==> config.mk <==
export PLATFORM = sky130hd
export DESIGN_NAME = chr_page_mapper
export DESIGN_NICKNAME = d
export VERILOG_FILES = /design/src/rtl/chr_map_pkg.sv /design/src/rtl/chr_mirror_decode.sv /design/src/rtl/chr_page_calc.sv /design/src/rtl/chr_rst_sync.sv /design/src/rtl/chr_page_mapper.sv
export SDC_FILE = /design/constraint.sdc
export NUM_CORES = 1
export LEC_CHECK = 0
export BUFFER_PORTS_ARGS = -buffer_cell sky130_fd_sc_hd__clkbuf_2
export CORE_MARGIN = 8
export CORE_UTILIZATION = 40
export CTS_CLUSTER_DIAMETER = 150
export DETAILED_ROUTE_END_ITERATION = 10
export PLACE_DENSITY_LB_ADDON = 0.15
export SLEW_MARGIN = 25
export SYNTH_ARGS = -nofsm -noshare
export SYNTH_HDL_FRONTEND = slang
export SYNTH_SLANG_ARGS = --single-unit
==> constraint.sdc <==
create_clock -name clk -period 2.05 [get_ports clk]
set_input_delay 0.41 -clock clk [delete_from_list [all_inputs] [get_ports clk]]
set_output_delay 0.41 -clock clk [all_outputs]
set_load 0.03 [all_outputs]
==> src/rtl/chr_map_pkg.sv <==
package chr_map_pkg;

  localparam int unsigned PAGE_SLOTS = 8;
  localparam int unsigned HALF_SLOTS = PAGE_SLOTS / 2;

  // register index carried with the update pulse
  localparam logic [1:0] SEL_CTRL = 2'd0;
  localparam logic [1:0] SEL_LO   = 2'd1;
  localparam logic [1:0] SEL_HI   = 2'd2;

  typedef enum logic [1:0] {
    MIR_PAIR_H   = 2'd0,
    MIR_PAIR_V   = 2'd1,
    MIR_SINGLE_B = 2'd2,
    MIR_SINGLE_A = 2'd3
  } mirror_t;

  function automatic mirror_t mirror_code(input logic [1:0] sel);
    mirror_t code;
    case (sel)
      2'b11:   code = MIR_PAIR_H;
      2'b10:   code = MIR_PAIR_V;
      2'b01:   code = MIR_SINGLE_B;
      default: code = MIR_SINGLE_A;
    endcase
    return code;
  endfunction

endpackage

==> src/rtl/chr_mirror_decode.sv <==
module chr_mirror_decode
  import chr_map_pkg::*;
(
  input  logic [1:0] mirror_sel,
  output logic [1:0] mirror_code_o
);

  always_comb begin
    mirror_code_o = mirror_code(mirror_sel);
  end

endmodule

==> src/rtl/chr_page_calc.sv <==
// One page slot: bank*4 + OFFSET, optionally wrapped by the page count.
module chr_page_calc #(
  parameter int unsigned REG_W  = 5,
  parameter int unsigned PAGE_W = 8,
  parameter int unsigned CNT_W  = PAGE_W + 1,
  parameter int unsigned OFFSET = 0
) (
  input  logic [REG_W-1:0]  bank,
  input  logic [CNT_W-1:0]  count,
  input  logic              wrap,
  output logic [PAGE_W-1:0] page
);

  localparam int unsigned RAW_W = REG_W + 3;
  localparam int unsigned WW    = (RAW_W > CNT_W) ? RAW_W : CNT_W;

  logic [WW-1:0] raw;
  logic [WW-1:0] wrapped;

  always_comb begin
    raw = WW'({bank, 2'b00}) + WW'(OFFSET);
    if (count == '0) begin
      wrapped = raw;
    end else begin
      wrapped = raw % WW'(count);
    end
    page = wrap ? PAGE_W'(wrapped) : PAGE_W'(raw);
  end

endmodule

==> src/rtl/chr_rst_sync.sv <==
module chr_rst_sync #(
  parameter int unsigned STAGES = 2
) (
  input  logic clk,
  input  logic rst_n,
  output logic rst_sync_n
);

  logic [STAGES-1:0] sync_q;

  always_ff @(posedge clk or negedge rst_n) begin
    if (!rst_n) begin
      sync_q <= '0;
    end else begin
      sync_q <= {sync_q[STAGES-2:0], 1'b1};
    end
  end

  assign rst_sync_n = sync_q[STAGES-1];

endmodule

==> src/rtl/chr_page_mapper.sv <==
module chr_page_mapper
  import chr_map_pkg::*;
#(
  parameter int unsigned REG_W            = 5,
  parameter int unsigned PAGE_W           = 8,
  parameter logic [1:0]  MIRROR_SEL_RESET = 2'b00
) (
  input  logic                                  clk,
  input  logic                                  rst_n,
  input  logic                                  upd_valid,
  input  logic [1:0]                            upd_sel,
  input  logic [1:0]                            ctrl_mirror_sel,
  input  logic                                  ctrl_split_chr,
  input  logic [REG_W-1:0]                      lo_bank_reg,
  input  logic [REG_W-1:0]                      hi_bank_reg,
  input  logic [PAGE_W:0]                       chr_page_count,
  input  logic                                  chr_ram_mode,
  output logic [PAGE_SLOTS-1:0][PAGE_W-1:0]     chr_page,
  output logic                                  hi_ram_sel,
  output logic [1:0]                            mirror_mode
);

  localparam int unsigned CNT_W = PAGE_W + 1;

  logic                                  rst_sync_n;
  logic [PAGE_SLOTS-1:0][PAGE_W-1:0]     lo_val;
  logic [HALF_SLOTS-1:0][PAGE_W-1:0]     hi_val;
  logic [1:0]                            mir_dec;
  logic                                  count_ok;

  logic [PAGE_SLOTS-1:0][PAGE_W-1:0]     page_d;
  logic                                  hi_ram_d;
  logic [1:0]                            mirror_d;
  logic                                  state_en;

  chr_rst_sync #(.STAGES(2)) u_rst_sync (
    .clk        (clk),
    .rst_n      (rst_n),
    .rst_sync_n (rst_sync_n)
  );

  chr_mirror_decode u_mirror (
    .mirror_sel    (ctrl_mirror_sel),
    .mirror_code_o (mir_dec)
  );

  // lower bank register feeds every slot (8 KB mode uses all eight)
  for (genvar i = 0; i < PAGE_SLOTS; i++) begin : g_lo
    chr_page_calc #(
      .REG_W (REG_W), .PAGE_W(PAGE_W), .CNT_W(CNT_W), .OFFSET(i)
    ) u_calc (
      .bank  (lo_bank_reg),
      .count (chr_page_count),
      .wrap  (1'b1),
      .page  (lo_val[i])
    );
  end

  // upper bank register feeds the upper half; RAM pages are not wrapped
  for (genvar j = 0; j < HALF_SLOTS; j++) begin : g_hi
    chr_page_calc #(
      .REG_W (REG_W), .PAGE_W(PAGE_W), .CNT_W(CNT_W), .OFFSET(j)
    ) u_calc (
      .bank  (hi_bank_reg),
      .count (chr_page_count),
      .wrap  (!chr_ram_mode),
      .page  (hi_val[j])
    );
  end

  assign count_ok = (chr_page_count != '0);
  assign state_en = upd_valid;

  // next-state
  always_comb begin
    page_d   = chr_page;
    hi_ram_d = hi_ram_sel;
    mirror_d = mirror_mode;
    case (upd_sel)
      SEL_CTRL: begin
        mirror_d = mir_dec;
      end
      SEL_LO: begin
        if (!chr_ram_mode && count_ok) begin
          for (int i = 0; i < PAGE_SLOTS; i++) begin
            if ((i < HALF_SLOTS) || !ctrl_split_chr) begin
              page_d[i] = lo_val[i];
            end
          end
          if (!ctrl_split_chr) begin
            hi_ram_d = 1'b0;
          end
        end
      end
      SEL_HI: begin
        if (ctrl_split_chr) begin
          if (chr_ram_mode) begin
            for (int j = 0; j < HALF_SLOTS; j++) begin
              page_d[HALF_SLOTS + j] = hi_val[j];
            end
            hi_ram_d = 1'b1;
          end else if (count_ok) begin
            for (int j = 0; j < HALF_SLOTS; j++) begin
              page_d[HALF_SLOTS + j] = hi_val[j];
            end
            hi_ram_d = 1'b0;
          end
        end
      end
      default: begin
      end
    endcase
  end

  // state registers
  always_ff @(posedge clk or negedge rst_sync_n) begin
    if (!rst_sync_n) begin
      for (int i = 0; i < PAGE_SLOTS; i++) begin
        chr_page[i] <= PAGE_W'(i);
      end
      hi_ram_sel  <= 1'b0;
      mirror_mode <= mirror_code(MIRROR_SEL_RESET);
    end else if (state_en) begin
      chr_page    <= page_d;
      hi_ram_sel  <= hi_ram_d;
      mirror_mode <= mirror_d;
    end
  end

endmodule

==> results.sh, run 1 <==
export IMPL_clock_root_buffer="clkbuf_16"
export IMPL_worst_pin_slew_ns=1.26
export IMPL_grt_first_pass_wirelength_um=154000
export IMPL_ys_flop_type="dfrtp_1"
export IMPL_cap_violations=0
export IMPL_synthSimpleGateAreaFrac_pct=19.8
export IMPL_met3_usage_pct=3.59
export IMPL_syn_to_final_growth_pct=68.4
export IMPL_synthTopCellsByArea="ha_1, dfrtp_1, o21a_1, mux2_2, xnor2_1"
export IMPL_synth_xor_area_share_pct=7.51
export IMPL_synth_commonest_cells="ha_1, nor2_1, a21oi_1, nand2_1, o21ai_0"
export IMPL_grt_util_met1_pct=36.6
export IMPL_async_reset_ff_share_pct=100
export IMPL_finalSetupTns_ns=-622.68
export IMPL_fin_cells=5228
export IMPL_first_iter_violations=1813
export IMPL_cts_buffers_inserted=9
export IMPL_cp_end_kind="register"
export IMPL_vias=29500
export IMPL_drc=0
export IMPL_min_path_type="in2reg"
export IMPL_hold_violations=0
export IMPL_synth_fa_ha_area_share_pct=23.2
export IMPL_critical_path_max_stage_delay_ns=0.50
export IMPL_dp_hpwl_um=77400
export IMPL_start_util_pct=40.4
export IMPL_cts_tree="yes"
export IMPL_synth_compound_area_share_pct=29.0
export IMPL_synth_enable_flop_cells=0
export IMPL_die_width_um=254
export IMPL_layout_setup_ws_ns=-10.66
export IMPL_syn_instance_count=3003
export IMPL_drt_total_wl_um=102000
export IMPL_grt_setup_unrepaired="yes"
export IMPL_synth_mux_area_share_pct=8.94
export IMPL_cts_sinks=69
export IMPL_synth_top_family_by_area="compound AO/OA/AOI/OAI gates"
export IMPL_post_drt_wl_per_cell_um=19.6
export IMPL_required_ns=2.30
export IMPL_clkTransAtPathRegs_ns=0.07
export IMPL_cp_arrival_ns=12.96
export IMPL_syn_area_per_cell_um2=7.57
export IMPL_period_needed_ns=12.71
export IMPL_finalSetupViolCount=65
export IMPL_gp_congestion=0.942
export IMPL_yosysMostFrequentCell="ha_1"
export IMPL_clkLatencyLatePin_ns=0.37
export IMPL_multi_input_area_um2=22800
export IMPL_hold_ws_ns=0.192
export IMPL_synth_seq_cells=69
export IMPL_nNetsFinal=4912
export IMPL_crit_top_cell="o21a_1"
export IMPL_met2_usage_pct=51.0
export IMPL_rows=87
export IMPL_cts_path_max_buffers=2
export IMPL_syn_cell_area_um2=22700
export IMPL_grt_max_degree=36
export IMPL_ant_nets=0
export IMPL_drive_above_1_share_pct=47.2
export IMPL_worstSetupPathType="in2reg"
export IMPL_io_buffer_count=94
export IMPL_slowest_stage="or4_4"
export IMPL_antenna_found_initial=1
export IMPL_die_y_um=254
export IMPL_yosysSeqAreaShare_pct=7.67
export IMPL_final_max_slew_viol_count=0
export IMPL_relSlewSlack_pct=14.0
export IMPL_ios=95
export IMPL_clock_skew_ns=0.00543
export IMPL_grt_pass1_vias=29400
export IMPL_grt_usage_pct=29.4
export IMPL_seq_area_um2=1750
export IMPL_grt_overflow=0
export IMPL_fmax_mhz=78.7
export IMPL_htreeDepth=3
export IMPL_p_per_area_nw_per_um2=444
export IMPL_synth_top_cell_area_share_pct=22.6
export IMPL_core_region_area_um2=56300
export IMPL_synth_largest_area_cell="ha_1"
export IMPL_period_share_pct=620
export IMPL_dieArea_um2=64700
export IMPL_synth_cell_types=93
export IMPL_fillCellCount=4538
export IMPL_violations="negative setup slack"
export IMPL_setup_worst_path_start_class="input pin"
export IMPL_dr_pass1_iters=6
export IMPL_dp_slack_ns=-11.38
export IMPL_vdd_drop_max_v=0.000422
export IMPL_yosysWarnings=0
export IMPL_status="finished, violations left"
export IMPL_fin_util_pct=68.0
export IMPL_grt_busiest_layer="met2"
export IMPL_vias_per_cell=5.65
export IMPL_power_leakage_nw=18.8
export IMPL_placed_cells=5002
export IMPL_worstPathMaxFanout=8
==> sequential cells by signal, summed over array words and instances (netlist names) <==
register and flops:
chr_page 64, hi_ram_sel 1, mirror_mode 2, u_rst_sync.sync_q 2
==> worst paths after layout <==
check / from / to / slack, ns / cells after the start
worst min register to register: u_rst_sync.sync_q[1] / chr_page[19] / 0.28 / 0
worst max-delay path: lo_bank_reg[1] / chr_page[39] / -10.66 / 70
worst max register to register: chr_page[39] / chr_page[39] / 0.80 / 5
max in group asynchronous: u_rst_sync.sync_q[1] / chr_page[57] / 1.11 / 1
min in group asynchronous: u_rst_sync.sync_q[1] / chr_page[19] / 0.28 / 0
worst min-delay path: ctrl_mirror_sel[0] / mirror_mode[0] / 0.19 / 2
==> cell type report <==
cell class	count	area share [%]
antenna	1	0.00654
clock buffer	10	0.598
clock inverter	6	0.190
inverter	126	1.30
multi-input combinational	2722	59.6
sequential	69	4.57
tap	756	2.47
timing repair buffer	1538	31.3
==> what timing repair did <==
item,in CTS,in global routing
setup buffers,110,107
hold buffers,1,0
setup endpoints to repair,65,65
hold endpoints to repair,2,0
gates resized for setup,316,334
pin swaps,127,224
gates cloned,2,0
==> cells by family (layout without fill, tap and decap cells) <==
family	after synthesis	in the layout
and+or+nand+nor	925	925
DFF	69	69
AOI/OAI and AO/OA	981	981
muxes	187	187
other	2	17
buffers and inverters	226	1680
xor gates and xnor gates	195	195
adders and majority gates	418	418
==> per-stage QoR <==
stage	power, mW	cell area [µm²]
after global placement	12.9	33500
after global routing	18.1	38300
after CTS	15.8	35900
final	17.0	38300
after floorplan	8.14	23000
after detailed placement	13.2	33500
==> worst max-delay path: cells and delay by family <==
kind / cells / cell delay [ns]
buffers and inverters: 8 / 1.10
AOI/OAI and AO/OA: 30 / 5.84
xor gates and xnor gates: 1 / 0.14
muxes: 3 / 0.80
adders and majority gates: 7 / 2.00
and+or+nand+nor: 21 / 2.62
==> power breakdown <==
group	internal, mW	total, mW	switching, mW	leakage, nW
logic	6.69	13.3	6.64	17.9
registers	1.72	1.97	0.253	0.836
clock network	0.954	1.68	0.726	0.143
==> cells in the final DEF, fill, tap and decap left out, types with 28 or more instances in the layout <==
master and count:
a21oi_1 164, buf_6 62, ha_1 354, inv_1 107
nor3_1 148, a21o_1 100, a21oi_2 31, nor2b_1 45
clkbuf_2 84, nor2_1 246, buf_4 1354, nand2b_1 51
dfrtp_1 54, xnor2_1 127, nand2_1 173, mux2i_1 40
or3_1 32, xor2_1 61, ha_4 55, o21ai_0 107
o211ai_1 28, o21a_1 169, o21ai_1 39, nand3_1 37
o21ai_2 44, mux2_2 99
==> routing by layer <==
layer	up-vias	wire length (µm)
li1	14200	-
met1	14300	43900
met2	854	48600
met3	257	5260
met4	2	4550
met5	-	13
Note: power is estimated with default switching activity, not from simulation.
==> run 2: changes to the inputs <==
--- a/config.mk
+++ b/config.mk
@@ -5,12 +5,14 @@
 export SDC_FILE = /design/constraint.sdc
 export NUM_CORES = 1
 export LEC_CHECK = 0
+export ABC_CLOCK_PERIOD_IN_PS = 2050
 export BUFFER_PORTS_ARGS = -buffer_cell sky130_fd_sc_hd__clkbuf_2
 export CORE_MARGIN = 8
 export CORE_UTILIZATION = 40
 export CTS_CLUSTER_DIAMETER = 150
 export DETAILED_ROUTE_END_ITERATION = 10
 export PLACE_DENSITY_LB_ADDON = 0.15
+export RECOVER_POWER = 25
 export SLEW_MARGIN = 25
 export SYNTH_ARGS = -nofsm -noshare
 export SYNTH_HDL_FRONTEND = slang
==> run 2 against run 1 <==
  * The run still ends with negative setup slack left
  * Global-route usage unchanged
  * Critical path depth unchanged
  * Sequential power about the same
  * Utilization about the same
  * Via count about the same
  * Critical path type unchanged
  * Highest routed layer unchanged
==> results.sh, run 2 (same netlist as run 1, synthesis figures left out) <==
export IMPL_status="finished, violations left"
export IMPL_violations="negative setup slack"
export IMPL_p_clk_share_pct=9.9
export IMPL_cp_arrival_ns=12.96
export IMPL_dp_hpwl_um=77400
export IMPL_dp_slack_ns=-11.38
export IMPL_clkTransAtPathRegs_ns=0.07
export IMPL_cts_sinks=69
export IMPL_comb_power_share_pct=78.5
export IMPL_power_internal_mw=9.36
export IMPL_fillCellCount=4535
export IMPL_cts_buffers_inserted=9
export IMPL_drt_total_wl_um=102000
export IMPL_start_util_pct=40.4
export IMPL_die_y_um=254
export IMPL_clkLatencyLatePin_ns=0.37
export IMPL_cap_violations=0
export IMPL_post_drt_wl_per_cell_um=19.6
export IMPL_worst_pin_slew_ns=1.39
export IMPL_period_share_pct=620
export IMPL_antenna_found_initial=1
export IMPL_grt_setup_unrepaired="yes"
export IMPL_fin_cells=5228
export IMPL_setup_worst_path_start_class="input pin"
export IMPL_layout_common_cells="buf_4, ha_1, nor2_1"
export IMPL_worstPathMaxFanout=8
export IMPL_r2r_cells=1
export IMPL_seq_area_um2=1740
export IMPL_swShare_pct=44.9
export IMPL_final_common_cell="buf_4"
export IMPL_syn_to_final_growth_pct=68.3
export IMPL_slowest_stage="or4_4"
export IMPL_vdd_drop_max_v=0.000422
export IMPL_drc=0
export IMPL_min_path_type="in2reg"
export IMPL_cts_path_max_buffers=2
export IMPL_layout_setup_ws_ns=-10.66
export IMPL_hold_path_cell_count=2
export IMPL_hold_ws_ns=0.192
export IMPL_dieArea_um2=64700
export IMPL_switching_power_mw=7.62
export IMPL_ant_nets=0
export IMPL_p_per_area_nw_per_um2=444
export IMPL_grt_first_pass_wirelength_um=154000
export IMPL_required_ns=2.30
export IMPL_crit_top_cell="o21a_1"
export IMPL_period_needed_ns=12.71
export IMPL_worstSetupPathType="in2reg"
export IMPL_fin_util_pct=68.0
export IMPL_hold_violations=0
export IMPL_placed_cells=5002
export IMPL_rows=87
export IMPL_first_iter_violations=1813
export IMPL_pwr_share_seq_pct=11.6
export IMPL_grt_pass1_vias=29400
export IMPL_vias=29500
export IMPL_cp_end_kind="register"
export IMPL_drive_above_1_share_pct=47.1
export IMPL_nNetsFinal=4912
export IMPL_finalSetupViolCount=65
export IMPL_io_buffer_count=94
export IMPL_core_region_area_um2=56300
export IMPL_grt_usage_pct=29.4
export IMPL_top_regs="chr_page: 64 flops, mirror_mode: 2 flops, u_rst_sync.sync_q: 2 flops"
export IMPL_regMostFlops="chr_page"
export IMPL_critical_path_max_stage_delay_ns=0.50
export IMPL_ios=95
export IMPL_relSlewSlack_pct=7.27
export IMPL_p_total_mw=17.0
export IMPL_final_max_slew_viol_count=0
export IMPL_fmax_mhz=78.7
export IMPL_gp_congestion=0.942
export IMPL_grt_overflow=0
export IMPL_cts_tree="yes"
export IMPL_grt_max_degree=36
export IMPL_htreeDepth=3
export IMPL_multi_input_area_um2=22800
export IMPL_clock_skew_ns=0.00546
export IMPL_power_leakage_nw=18.8
export IMPL_die_width_um=254
export IMPL_dr_pass1_iters=6
export IMPL_clock_root_buffer="clkbuf_16"
export IMPL_largest_register_ffs=64
export IMPL_vias_per_cell=5.65
## run 2: cell types whose count changed in the layout (fill, tap and decap cells not counted)
cell      before  now
dfrtp_4        1    0
clkbuf_1       1    2
clkbuf_2      84   83
dfrtp_1       54   55
## run 2: metal layers
layer / share of wire (%) / GRT usage [%]
met3: 5.2 / 3.59
met1: 43 / 36.6
met5: 0.013 / 0
met4: 4.4 / 11.6
met2: 48 / 51.0
## run 2: worst paths after layout
kind | from | end | slack [ns]
min in group asynchronous | rst_n | u_rst_sync.sync_q[1] | 0.37
worst min register to register | u_rst_sync.sync_q[0] | u_rst_sync.sync_q[1] | 0.35
worst max-delay path | lo_bank_reg[1] | chr_page[39] | -10.66
worst min-delay path | ctrl_mirror_sel[0] | mirror_mode[0] | 0.19
max in group asynchronous | u_rst_sync.sync_q[1] | chr_page[57] | 0.51
worst max register to register | u_rst_sync.sync_q[1] | chr_page[57] | 0.51
## run 2: cell type report
type	instances	share of cell area (%)
Inverter	126	1.30
Tap cell	756	2.47
Multi-Input combinational cell	2722	59.6
Sequential cell	69	4.56
Clock buffer	10	0.598
Timing Repair Buffer	1538	31.3
Antenna cell	1	0.00654
Clock inverter	6	0.190
## run 2: what timing repair did
| item | CTS | global route |
|---|---|---|
| pin swaps | 127 | 224 |
| hold buffers | 1 | 0 |
| gates cloned | 2 | 0 |
| setup buffers | 110 | 107 |
| setup endpoints to repair | 65 | 65 |
| gates resized for setup | 316 | 334 |
| endpoints found under the hold margin | 2 | 0 |
## run 2: power groups by stage
stage	logic, mW	registers (mW)	clock network, mW
finish	13.3	1.97	1.68
global placement	11.0	1.98	0
CTS	12.1	1.97	1.70
floorplan	5.59	2.55	0
global route	14.3	2.00	1.74
detailed placement	11.2	1.99	0
## run 2: per-stage QoR
stage,area [µm²],setup TNS (ns)
6_report,38300,-622.71
4_1_cts,35900,-617.69
3_5_place_dp,33500,-697.58
3_3_place_gp,33500,-680.03
2_1_floorplan,23000,-714.38
5_1_grt,38300,-656.69
## run 2: critical path: cells and delay by family
family / cells / cell delay (ns)
XOR/XNOR: 1 / 0.14
adder cells (fa/ha/maj): 7 / 2.00
AND/OR/NAND/NOR: 21 / 2.62
buffers and inverters: 8 / 1.10
AO/OA/AOI/OAI: 30 / 5.84
multiplexers: 3 / 0.80
